$ cat config.mk
export PLATFORM = sky130hd
export DESIGN_NAME = tmr_regfile
export DESIGN_NICKNAME = d
export VERILOG_FILES = /design/src/rtl/tmr_pkg.sv /design/src/rtl/tmr_access.sv /design/src/rtl/tmr_counter.sv /design/src/rtl/tmr_channel.sv /design/src/rtl/tmr_sequencer.sv /design/src/rtl/tmr_regfile.sv
export SDC_FILE = /design/constraint.sdc
export NUM_CORES = 2
export LEC_CHECK = 0
export BUFFER_PORTS_ARGS = -buffer_cell sky130_fd_sc_hd__buf_2
export CAP_MARGIN = 20
export CORE_ASPECT_RATIO = 0.75
export CORE_MARGIN = 3
export CORE_UTILIZATION = 45
export DETAILED_ROUTE_END_ITERATION = 10
export PLACE_DENSITY = 0.67
export SYNTH_ARGS = -nofsm -noshare
export SYNTH_HDL_FRONTEND = slang
export SYNTH_SLANG_ARGS = --single-unit
$ cat constraint.sdc
create_clock -name clk -period 8 [get_ports clk]
set_input_delay 0.8 -clock clk [delete_from_list [all_inputs] [get_ports clk]]
set_output_delay 0.8 -clock clk [all_outputs]
set_load 0.005 [all_outputs]
$ cat src/rtl/tmr_pkg.sv
package tmr_pkg;

    localparam int WORD_W  = 64;
    localparam int WIN_W   = 10;
    localparam int TGRP_LG = 5;

    typedef logic [WORD_W-1:0] word_t;

    typedef enum logic [2:0] {
        RK_NONE,
        RK_CAP,
        RK_GCFG,
        RK_STAT,
        RK_CNT,
        RK_TCFG,
        RK_TCMP,
        RK_TROUTE
    } reg_kind_e;

    typedef struct packed {
        reg_kind_e  kind;
        logic [4:0] idx;
    } reg_sel_t;

    localparam logic [WIN_W-1:0] OFS_CAP   = 10'h000;
    localparam logic [WIN_W-1:0] OFS_GCFG  = 10'h010;
    localparam logic [WIN_W-1:0] OFS_STAT  = 10'h020;
    localparam logic [WIN_W-1:0] OFS_CNT   = 10'h0F0;
    localparam logic [WIN_W-1:0] OFS_TBASE = 10'h100;

    // global configuration bits
    localparam int GC_RUN = 0;
    localparam int GC_LEG = 1;
    localparam word_t GCFG_WMASK = 64'h0000_0000_0000_0003;

    // channel configuration bits
    localparam int TC_LEVEL = 1;
    localparam int TC_EN    = 2;
    localparam int TC_PER   = 3;
    localparam int TC_SETV  = 6;
    localparam int TC_W32   = 8;
    localparam word_t TCFG_WMASK = 64'h0000_0000_0000_3F4E;
    localparam word_t TCFG_RO    = 64'h00F0_0000_0000_0030;

    function automatic word_t lane_merge(input word_t nv, input word_t ov, input word_t m);
        return (nv & m) | (ov & ~m);
    endfunction

    function automatic reg_sel_t decode_reg(input logic [WIN_W-1:0] a, input int unsigned ntim);
        reg_sel_t          s;
        logic [WIN_W-1:0]  q;
        logic [WIN_W-1:0]  off;
        q      = {a[WIN_W-1:3], 3'b000};
        off    = q - OFS_TBASE;
        s.kind = RK_NONE;
        s.idx  = '0;
        case (q)
            OFS_CAP:  s.kind = RK_CAP;
            OFS_GCFG: s.kind = RK_GCFG;
            OFS_STAT: s.kind = RK_STAT;
            OFS_CNT:  s.kind = RK_CNT;
            default: begin
                if (q >= OFS_TBASE && 32'(off[WIN_W-1:TGRP_LG]) < ntim) begin
                    s.idx = off[WIN_W-1:TGRP_LG];
                    case (off[TGRP_LG-1:3])
                        2'd0:    s.kind = RK_TCFG;
                        2'd1:    s.kind = RK_TCMP;
                        2'd2:    s.kind = RK_TROUTE;
                        default: s.kind = RK_NONE;
                    endcase
                end
            end
        endcase
        return s;
    endfunction

endpackage

$ cat src/rtl/tmr_access.sv
module tmr_access
    import tmr_pkg::*;
(
    input  logic [2:0] byte_ofs,
    input  logic [3:0] len,
    input  word_t      wdata,
    input  word_t      rd_full,
    output logic       ok,
    output word_t      lane_mask,
    output word_t      wdata_sh,
    output word_t      rd_fmt
);

    logic [5:0] sh_bits;
    word_t      width_mask;
    logic       len_legal;

    always_comb begin
        len_legal  = (len == 4'd1) || (len == 4'd2) || (len == 4'd4) || (len == 4'd8);
        ok         = len_legal && ((byte_ofs & (len[2:0] - 3'd1)) == 3'd0);
        sh_bits    = {byte_ofs, 3'b000};
        width_mask = (len == 4'd8) ? '1 : ((word_t'(1) << {len, 3'b000}) - word_t'(1));
        lane_mask  = width_mask << sh_bits;
        wdata_sh   = wdata << sh_bits;
        rd_fmt     = (rd_full >> sh_bits) & width_mask;
    end

endmodule

$ cat src/rtl/tmr_counter.sv
module tmr_counter
    import tmr_pkg::*;
#(
    parameter int DIV = 4
) (
    input  logic  clk,
    input  logic  rst,
    input  logic  run,
    input  logic  load,
    input  word_t load_val,
    output word_t count
);

    localparam int PW = (DIV > 1) ? $clog2(DIV) : 1;

    logic [PW-1:0] pre_q;
    word_t         cnt_q;

    always_ff @(posedge clk) begin
        if (rst) begin
            cnt_q <= '0;
            pre_q <= '0;
        end else if (load) begin
            cnt_q <= load_val;
            pre_q <= '0;
        end else if (!run) begin
            pre_q <= '0;
        end else if (pre_q == PW'(DIV - 1)) begin
            pre_q <= '0;
            cnt_q <= cnt_q + word_t'(1);
        end else begin
            pre_q <= pre_q + PW'(1);
        end
    end

    assign count = cnt_q;

endmodule

$ cat src/rtl/tmr_channel.sv
module tmr_channel
    import tmr_pkg::*;
(
    input  logic  clk,
    input  logic  rst,
    input  logic  glob_en,
    input  logic  wr_cfg,
    input  logic  wr_cmp,
    input  logic  wr_route,
    input  word_t wdata_sh,
    input  word_t lane_mask,
    output word_t cfg,
    output word_t cmp,
    output word_t route,
    output logic  want_stop,
    output logic  want_start
);

    word_t cfg_q, cmp_q, route_q;
    word_t cfg_new;
    logic  en_old, en_new, per_chg;

    always_comb begin
        cfg_new    = (lane_merge(wdata_sh, cfg_q, lane_mask) & TCFG_WMASK) | TCFG_RO;
        en_old     = cfg_q[TC_EN];
        en_new     = cfg_new[TC_EN];
        per_chg    = cfg_new[TC_PER] ^ cfg_q[TC_PER];
        want_stop  = glob_en && ((wr_cfg && en_old && (!en_new || per_chg)) ||
                                 (wr_cmp && en_old));
        want_start = glob_en && ((wr_cfg && en_new && (!en_old || per_chg)) ||
                                 (wr_cmp && en_old));
    end

    always_ff @(posedge clk) begin
        if (rst) begin
            cfg_q   <= TCFG_RO;
            cmp_q   <= '1;
            route_q <= '0;
        end else begin
            if (wr_cfg)   cfg_q   <= cfg_new;
            if (wr_cmp)   cmp_q   <= lane_merge(wdata_sh, cmp_q, lane_mask);
            if (wr_route) route_q <= lane_merge(wdata_sh, route_q, lane_mask);
        end
    end

    assign cfg   = cfg_q;
    assign cmp   = cmp_q;
    assign route = route_q;

endmodule

$ cat src/rtl/tmr_sequencer.sv
module tmr_sequencer #(
    parameter int NT = 3
) (
    input  logic          clk,
    input  logic          rst,
    input  logic [NT-1:0] stop_vec,
    input  logic [NT-1:0] start_vec,
    input  logic          warn_in,
    output logic [NT-1:0] stop_req,
    output logic [NT-1:0] start_req,
    output logic          warn
);

    logic [NT-1:0] stop_q, start_hold_q, start_q;
    logic          warn_q;

    // stops leave one cycle after the write, starts one cycle later still
    always_ff @(posedge clk) begin
        if (rst) begin
            stop_q       <= '0;
            start_hold_q <= '0;
            start_q      <= '0;
            warn_q       <= 1'b0;
        end else begin
            stop_q       <= stop_vec;
            start_hold_q <= start_vec;
            start_q      <= start_hold_q;
            warn_q       <= warn_in;
        end
    end

    assign stop_req  = stop_q;
    assign start_req = start_q;
    assign warn      = warn_q;

endmodule

$ cat src/rtl/tmr_regfile.sv
module tmr_regfile
    import tmr_pkg::*;
#(
    parameter int NUM_TIMERS = 3,
    parameter int ADDR_W     = 16,
    parameter int CLK_NS     = 4,
    parameter int TICK_NS    = 16
) (
    input  logic                  clk,
    input  logic                  rst,
    input  logic                  req_valid,
    input  logic                  req_write,
    input  logic [ADDR_W-1:0]     req_addr,
    input  logic [3:0]            req_len,
    input  logic [63:0]           req_wdata,
    input  logic [NUM_TIMERS-1:0] fire_in,
    output logic                  rsp_valid,
    output logic [63:0]           rsp_rdata,
    output logic [NUM_TIMERS-1:0] stop_req,
    output logic [NUM_TIMERS-1:0] start_req,
    output logic                  cnt_warn
);

    localparam int    DIV      = TICK_NS / CLK_NS;
    localparam int    TICK_FS  = TICK_NS * 1000000;
    localparam word_t CAP_WORD = {32'(TICK_FS),
                                  32'h8086_0001 | (32'(NUM_TIMERS - 1) << 8) | 32'h0000_A000};

    logic [WIN_W-1:0] win;
    logic             unused_addr_hi;
    reg_sel_t         sel;
    word_t            rd_full, rd_fmt, lane_mask, wdata_sh;
    logic             acc_ok, wr_fire, rd_fire;

    assign win            = req_addr[WIN_W-1:0];
    assign unused_addr_hi = ^req_addr[ADDR_W-1:WIN_W];
    assign sel            = decode_reg(win, NUM_TIMERS);

    tmr_access u_access (
        .byte_ofs (win[2:0]),
        .len      (req_len),
        .wdata    (req_wdata),
        .rd_full  (rd_full),
        .ok       (acc_ok),
        .lane_mask(lane_mask),
        .wdata_sh (wdata_sh),
        .rd_fmt   (rd_fmt)
    );

    assign wr_fire = req_valid && req_write && acc_ok;
    assign rd_fire = req_valid && !req_write;

    logic wr_gcfg, wr_stat, wr_cnt;
    assign wr_gcfg = wr_fire && (sel.kind == RK_GCFG);
    assign wr_stat = wr_fire && (sel.kind == RK_STAT);
    assign wr_cnt  = wr_fire && (sel.kind == RK_CNT);

    // global configuration
    word_t gcfg_q, gcfg_new;
    logic  glob_en, g_rise, g_fall, cnt_wr_run;
    assign gcfg_new   = lane_merge(wdata_sh, gcfg_q, lane_mask) & GCFG_WMASK;
    assign glob_en    = gcfg_q[GC_RUN];
    assign g_rise     = wr_gcfg && !gcfg_q[GC_RUN] && gcfg_new[GC_RUN];
    assign g_fall     = wr_gcfg && gcfg_q[GC_RUN] && !gcfg_new[GC_RUN];
    assign cnt_wr_run = wr_cnt && glob_en;

    always_ff @(posedge clk) begin
        if (rst) gcfg_q <= '0;
        else if (wr_gcfg) gcfg_q <= gcfg_new;
    end

    // main counter
    word_t count;
    tmr_counter #(.DIV(DIV)) u_counter (
        .clk     (clk),
        .rst     (rst),
        .run     (glob_en),
        .load    (wr_cnt),
        .load_val(lane_merge(wdata_sh, count, lane_mask)),
        .count   (count)
    );

    // status, write one to clear, fire wins
    logic [NUM_TIMERS-1:0] stat_q, stat_clr;
    word_t                 clr_word;
    assign clr_word = wdata_sh & lane_mask;
    assign stat_clr = wr_stat ? clr_word[NUM_TIMERS-1:0] : '0;

    always_ff @(posedge clk) begin
        if (rst) stat_q <= '0;
        else stat_q <= (stat_q & ~stat_clr) | fire_in;
    end

    // channels
    word_t                 t_cfg   [NUM_TIMERS];
    word_t                 t_cmp   [NUM_TIMERS];
    word_t                 t_route [NUM_TIMERS];
    logic [NUM_TIMERS-1:0] ch_stop, ch_start, en_vec;

    for (genvar g = 0; g < NUM_TIMERS; g++) begin : g_chan
        logic hit;
        assign hit = wr_fire && (sel.idx == 5'(g));
        tmr_channel u_chan (
            .clk       (clk),
            .rst       (rst),
            .glob_en   (glob_en),
            .wr_cfg    (hit && (sel.kind == RK_TCFG)),
            .wr_cmp    (hit && (sel.kind == RK_TCMP)),
            .wr_route  (hit && (sel.kind == RK_TROUTE)),
            .wdata_sh  (wdata_sh),
            .lane_mask (lane_mask),
            .cfg       (t_cfg[g]),
            .cmp       (t_cmp[g]),
            .route     (t_route[g]),
            .want_stop (ch_stop[g]),
            .want_start(ch_start[g])
        );
        assign en_vec[g] = t_cfg[g][TC_EN];
    end

    logic [NUM_TIMERS-1:0] stop_vec, start_vec;
    assign stop_vec  = ch_stop  | ({NUM_TIMERS{g_fall || cnt_wr_run}} & en_vec);
    assign start_vec = ch_start | ({NUM_TIMERS{g_rise || cnt_wr_run}} & en_vec);

    tmr_sequencer #(.NT(NUM_TIMERS)) u_seq (
        .clk      (clk),
        .rst      (rst),
        .stop_vec (stop_vec),
        .start_vec(start_vec),
        .warn_in  (cnt_wr_run),
        .stop_req (stop_req),
        .start_req(start_req),
        .warn     (cnt_warn)
    );

    // read multiplexer
    always_comb begin
        rd_full = '0;
        case (sel.kind)
            RK_CAP:  rd_full = CAP_WORD;
            RK_GCFG: rd_full = gcfg_q;
            RK_STAT: rd_full = word_t'(stat_q);
            RK_CNT:  rd_full = count;
            default: ;
        endcase
        for (int i = 0; i < NUM_TIMERS; i++) begin
            if (sel.idx == 5'(i)) begin
                case (sel.kind)
                    RK_TCFG:   rd_full = t_cfg[i];
                    RK_TCMP:   rd_full = t_cmp[i];
                    RK_TROUTE: rd_full = t_route[i];
                    default: ;
                endcase
            end
        end
    end

    logic  rsp_valid_q;
    word_t rsp_rdata_q;

    always_ff @(posedge clk) begin
        if (rst) begin
            rsp_valid_q <= 1'b0;
            rsp_rdata_q <= '0;
        end else begin
            rsp_valid_q <= rd_fire;
            if (rd_fire) rsp_rdata_q <= acc_ok ? rd_fmt : '1;
        end
    end

    assign rsp_valid = rsp_valid_q;
    assign rsp_rdata = rsp_rdata_q;

endmodule

### After elaboration in Yosys (flattened, before gate mapping)

Cells that the tools add are included.

| storage, ports and cells | value |
|---|---|
| register bits after elaboration | 560 |
| input bits | 91 |
| output and inout port bits | 72 |
| word-level logic and storage cells | 184 |

| operators by class | value |
|---|---|
| add/sub/neg operators | 5 |
| magnitude comparators | 2 |
| equal/unequal tests | 19 |
| shift operators | 4 |
| muxes and demuxes | 17 |
| bitwise operators | 37 |
| reductions and logical operators | 81 |

Operators by type and width:

| cell | number |
|---|---|
| 64-bit bitwise AND | 9 |
| 64-bit case mux with 3 select lines | 3 |
| 64-bit 2-to-1 mux | 8 |
| 64-bit OR | 7 |
| 64-bit case mux with 4 select lines | 1 |
| 64-bit by 6-bit << shifter with 64-bit output | 2 |
| 64-bit by 1-bit adder with 64-bit output (second input constant) | 1 |
| 64-bit inverter | 1 |
| 1-bit by 7-bit << shifter with 64-bit output (first input constant) | 1 |
| 64-bit by 6-bit right shift with 64-bit output | 1 |
| 64-bit by 1-bit subtractor with 64-bit output (second input constant) | 1 |
| 1-bit logical AND | 46 |
| 14-bit bitwise AND | 3 |
| 14-bit OR | 3 |
| 1-bit logical OR | 17 |
| 3-bit bitwise AND | 4 |
| 3-bit == test (second input constant) | 4 |
| 3-bit case mux with 4 select lines | 1 |
| 10-bit by 9-bit >= comparator with 1-bit output (second input constant) | 1 |
| 10-bit by 9-bit subtractor with 10-bit output (second input constant) | 1 |
| 1-bit zero test | 9 |
| 3-bit OR | 3 |
| 3-bit case mux with 3 select lines | 1 |
| 8-bit 2-to-1 mux | 1 |
| other kinds (30) | 36 |

### Longest topological paths before layout

| logic depth | value |
|---|---|
| word-level depth | 16 |
| mapped depth | 18 |
| mapped depth without buffers | 16 |

### By module

From an unflattened synthesis, not the netlist that was laid out.

| second synthesis, totals | value |
|---|---|
| cell total of the unflattened synthesis | 4704 |
| area total of the unflattened synthesis | 36008.3 µm² |

Modules (own cells, without submodules):

| module | instances | cells each | area each (µm²) | seq. area each (µm²) |
|---|---|---|---|---|
| tmr_channel | 3 | 673 | 5885.6 | 2762.6 |
| tmr_regfile | 1 | 1433 | 9057.4 | 1401.3 |
| tmr_access | 1 | 686 | 4932.2 | 0.0 |
| tmr_counter | 1 | 546 | 4098.9 | 1321.3 |
| tmr_sequencer | 1 | 20 | 262.8 | 200.2 |

### Worst setup path after synthesis

Ideal clock, no wire load.

| timing path | value |
|---|---|
| path kind | input-to-reg |
| start | in req_len[2] |
| end | reg (tool-made name) |
| setup time | 143 ps |
| arrival time | 3944 ps |
| data required time | 7857 ps |
| slack | 3913 ps |
| stages on the path | 15 |
| buffers on the path | 4 |
| cell sequence | clkbuf_1 > inv_1 > ha_1 > inv_1 > nor2_1 > inv_1 > ha_1 > clkbuf_1 > inv_1 > o31ai_1 > a21oi_1 > o41ai_2 > clkbuf_1 > buf_1 > a311oi_1 |

RTL lines:

| item | line | RTL |
|---|---|---|
| start, declared | tmr_regfile.sv:14 | `input logic [3:0] req_len,` |

### Final worst setup path

| timing path | value |
|---|---|
| start | in req_addr[3] |
| end | reg rsp_rdata_q[0] (netlist: rsp_rdata[0]) |

| on the way | value |
|---|---|
| cells in the longest elaborated chain, start to end | 16 |

RTL lines:

| item | line | RTL |
|---|---|---|
| start, declared | tmr_regfile.sv:13 | `input logic [ADDR_W-1:0] req_addr,` |
| 10-bit by 9-bit subtractor with 10-bit output | tmr_pkg.sv:54 | `off = q - OFS_TBASE;` |
| 5-bit by 2-bit < comparator with 1-bit output, or another cell as far along | tmr_pkg.sv:63 | `if (q >= OFS_TBASE && 32'(off[WIN_W-1:TGRP_LG]) < ntim) begin` |
| 1-bit logical AND or 3-bit case mux with 3 select lines (tied branches) | tmr_pkg.sv:63, tmr_pkg.sv:65 |  |
| 8-bit 2-to-1 mux | tmr_pkg.sv:63 |  |
| 3-bit case mux with 4 select lines | tmr_pkg.sv:57 | `case (q)` |
| 3-bit == test, or another cell as far along | tmr_regfile.sv:139 | `case (sel.kind)` |
| 64-bit case mux with 4 select lines | tmr_regfile.sv:139 |  |
| 64-bit case mux with 3 select lines | tmr_regfile.sv:148 | `case (sel.kind)` |
| 64-bit 2-to-1 mux | tmr_regfile.sv:147 | `if (sel.idx == 5'(i)) begin` |
| 64-bit case mux with 3 select lines | tmr_regfile.sv:148 |  |
| 64-bit 2-to-1 mux | tmr_regfile.sv:147 |  |
| 64-bit case mux with 3 select lines | tmr_regfile.sv:148 |  |
| 64-bit 2-to-1 mux * | tmr_regfile.sv:147 |  |
| 64-bit by 6-bit right shift with 64-bit output * | tmr_access.sv:25 | `rd_fmt = (rd_full >> sh_bits) & width_mask;` |
| 64-bit bitwise AND * | tmr_access.sv:25 |  |
| 64-bit 2-to-1 mux * | tmr_regfile.sv:167 | `if (rd_fire) rsp_rdata_q <= acc_ok ? rd_fmt : '1;` |
| end signal, assigned | tmr_regfile.sv:167 |  |
| end, declared | tmr_regfile.sv:159 | `word_t rsp_rdata_q;` |

Every way passes the cells marked *; elsewhere a longest branch is shown, timed or not.
A chain may end at the register's enable or synchronous reset.

==> results.json <==
{
  "cp_max_fo": 20,
  "die-area_um2": 72800,
  "yosys_warnings": 0,
  "cts_hold_buf": 0,
  "finalMaxSlewViolations": 0,
  "path_cells": "buf_2 -> inv_1 -> ha_1 -> inv_1 -> o2111a_1 -> buf_4 -> nor2_4 -> buf_4 -> nor3_2 -> buf_4 -> a22oi_1 -> o22ai_1 -> o31ai_1 -> a211o_1 -> a311oi_1",
  "clkTransAtPathRegs_ns": 0.07,
  "io_buffers": 156,
  "arrival_ns": 6.04,
  "totalPowerFinal_mw": 6.61,
  "holdPathStages": 3,
  "yosys.cell_types.count": 109,
  "ir_worst_vdd_uv": 166,
  "max_freq_mhz": 181,
  "grt_max_degree": 163,
  "start_util_pct": 45.6,
  "p_leak_nw": 12.8,
  "firstDrtPassIters": 7,
  "power.density_nw_per_um2": 189,
  "end_kind": "flip-flop",
  "crit_cells": 15,
  "cts_max_level": 2,
  "synth-edff-count": 0,
  "finalNetCount": 4078,
  "post-cts-setup-buffers": 0,
  "hp-start": "fire_in[0]",
  "netlist_instances": 3983,
  "finalClockSkew_ns": 0.0293,
  "path_buf_inv": 6,
  "min_delay_worst_endpoint": "stat_q[0]",
  "syn_area_um2": 31300,
  "crit_family": "compound AO/OA/AOI/OAI gates",
  "dp_hpwl_um": 106000,
  "final_common_cell": "nor2_1",
  "final_cell_mix": "nor2_1, dfxtp_1, a21oi_1, nand2_1, o21ai_0",
  "ys.flop_type": "dfxtp_1",
  "reg2regPathDepth": 9,
  "r2r_slack_ns": 3.98,
  "grt_first_pass_wirelength_um": 214000,
  "grtUsageTotal_pct": 39.5,
  "hold_path.class": "in -> reg",
  "drive_above_1_share_pct": 13.0,
  "critPathSlowestCell": "o31ai_1",
  "fp.coreArea_um2": 68600,
  "die_h_um": 234,
  "via_count": 34379,
  "synth_seq_cells": 560,
  "cp-start-kind": "input port",
  "cp_common_cell": "buf_4",
  "num_rows": 83,
  "antenna_found_initial": 14,
  "drc": 0,
  "clock_latency_ns": 0.67,
  "grt_pass1_vias": 30465,
  "setup_viol": 0,
  "tns_ns": 0,
  "wire_per_inst_um": 30.4,
  "viasPerCell": 6.93,
  "slew_headroom_pct": 18.1,
  "fillCellCount": 6651,
  "cts_made_buffers": 58,
  "synth_area_per_cell_um2": 7.86,
  "clockBufferDepth": 3,
  "die_width_um": 311,
  "async_flop_share_pct": 0,
  "cts-root-buf": "clkbuf_16",
  "cts_resized": 0,
  "period_share_pct": 69.0,
  "drtIter0Drc": 6323,
  "rsz0062_at_grt": "false",
  "cts.sinks": 560,
  "tightest_slew_ns": 1.23,
  "area.growth.synth_to_final_pct": 11.7,
  "cts_tree": "done",
  "globalRouteOverflowTotal": 0,
  "boundaryPins": 163,
  "syn-num-nets": 4088,
  "wl_um": 151000,
  "status": "complete, no violations",
  "crit_required_ns": 8.52,
  "fin_crit_ns": 5.52,
  "antenna_left": 0,
  "max_cap_violations": 0,
  "gp_congestion": 1.08,
  "synth-seq-area-share_pct": 35.8,
  "finalHoldViolations": 0,
  "max_stage_delay_ns": 0.93,
  "path_class": "in -> reg"
}
per-stage QoR:
step / worst slack, ns / instance area (µm²) / std cells / util [%] / hold WS (ns)
finish: 2.48 / 35000 / 4962 / 50.9 / 0.356
global route: 2.38 / 35000 / 4957 / 50.9 / 0.367
CTS: 2.91 / 34900 / 4950 / 50.8 / 0.343
detailed placement: 2.24 / 32900 / 4843 / 47.9 / 0.428
global placement: 2.27 / 32900 / 4840 / 47.9 / 0.422
floorplan: 3.91 / 31300 / 3983 / - / 0.407
worst reg2reg max path, cell delays in order (launching register included):
cell and delay (ns):
dfxtp_1 0.46, and4_1 0.29, and3_1 0.26, and4_1 0.70, nand2_1 0.51, nor2_1 0.85
and3_1 0.35, nor2b_1 0.24, a221oi_1 0.11, o21a_1 0.17
how the worst max path moves through the flow:
stage	startpoint	endpoint	slack, ns
6_report	req_addr[3]	rsp_rdata[0]	2.48
5_1_grt	req_addr[3]	rsp_rdata[10]	2.38
4_1_cts	req_addr[3]	rsp_rdata[10]	2.91
3_5_place_dp	req_addr[3]	rsp_rdata[10]	2.24
3_3_place_gp	req_addr[3]	rsp_rdata[10]	2.27
2_1_floorplan	req_len[2]	flip-flop	3.91
final cells by class:
| type | instances | area [µm²] | share of cell area [%] |
|---|---|---|---|
| Multi-Input combinational cell | 3032 | 18600 | 53.3 |
| Sequential cell | 560 | 11200 | 32.1 |
| Timing Repair Buffer | 276 | 1750 | 5.01 |
| Clock buffer | 86 | 1680 | 4.80 |
| Tap cell | 935 | 1170 | 3.35 |
| Clock inverter | 21 | 327 | 0.934 |
| Inverter | 45 | 171 | 0.490 |
| Antenna cell | 7 | 17.5 | 0.0501 |
Yosys cell counts, types with 10 or more instances:
library cell,count,area (µm²)
a211o_1,172,1510
a211oi_1,89,668
a21boi_0,11,82.6
a21o_1,33,248
a21oi_1,417,2090
a221oi_1,50,438
a22oi_1,22,165
a311o_1,12,120
a311oi_1,53,464
a31oi_1,32,200
and2_1,19,119
and3_1,47,294
and4_1,10,87.6
buf_1,23,86.3
buf_2,44,220
buf_4,11,82.6
buf_6,10,113
clkbuf_1,258,968
dfxtp_1,560,11200
ha_1,14,175
inv_1,43,161
mux2_2,65,732
mux2i_1,107,1070
nand2_1,364,1370
nand2b_1,11,68.8
nand3_1,125,626
nand3b_1,12,90.1
nand4_1,14,87.6
nor2_1,584,2190
nor2b_1,19,119
nor3_1,138,691
nor4_1,20,125
o2111ai_1,13,114
o211ai_1,16,120
o21a_1,19,143
o21ai_0,194,971
o21ai_1,18,90.1
o21bai_1,22,165
o221ai_1,15,131
o22ai_1,28,175
o2bb2ai_1,12,105
or3_1,11,68.8
xnor2_1,33,289
cells by family (layout without fill, tap and decap cells):
| logic type | after synthesis | count (layout) | synth area share (%) |
|---|---|---|---|
| muxes | 189 | 189 | 6.70 |
| and+or+nand+nor | 1415 | 1415 | 20.3 |
| adders and majority gates | 14 | 14 | 0.560 |
| xor gates and xnor gates | 42 | 42 | 1.18 |
| buffers and inverters | 391 | 428 | 5.24 |
| other | 0 | 7 | 0 |
| AOI/OAI and AO/OA | 1372 | 1372 | 30.2 |
| DFF | 560 | 560 | 35.8 |
metal layers:
layer	global-route usage [%]	wire, µm	vias to the layer above
met5	1.17	196	-
met4	19.9	9080	10
met3	20.2	27300	550
met2	51.0	55000	2769
met1	52.9	59500	16353
li1	-	-	14697
power breakdown:
group          leakage, nW  internal (mW)  switching (mW)
clock network        0.984           1.70            1.25
logic                 7.24          0.204           0.616
registers             4.53           2.81          0.0171
Power figures use the tool's default switching activity.
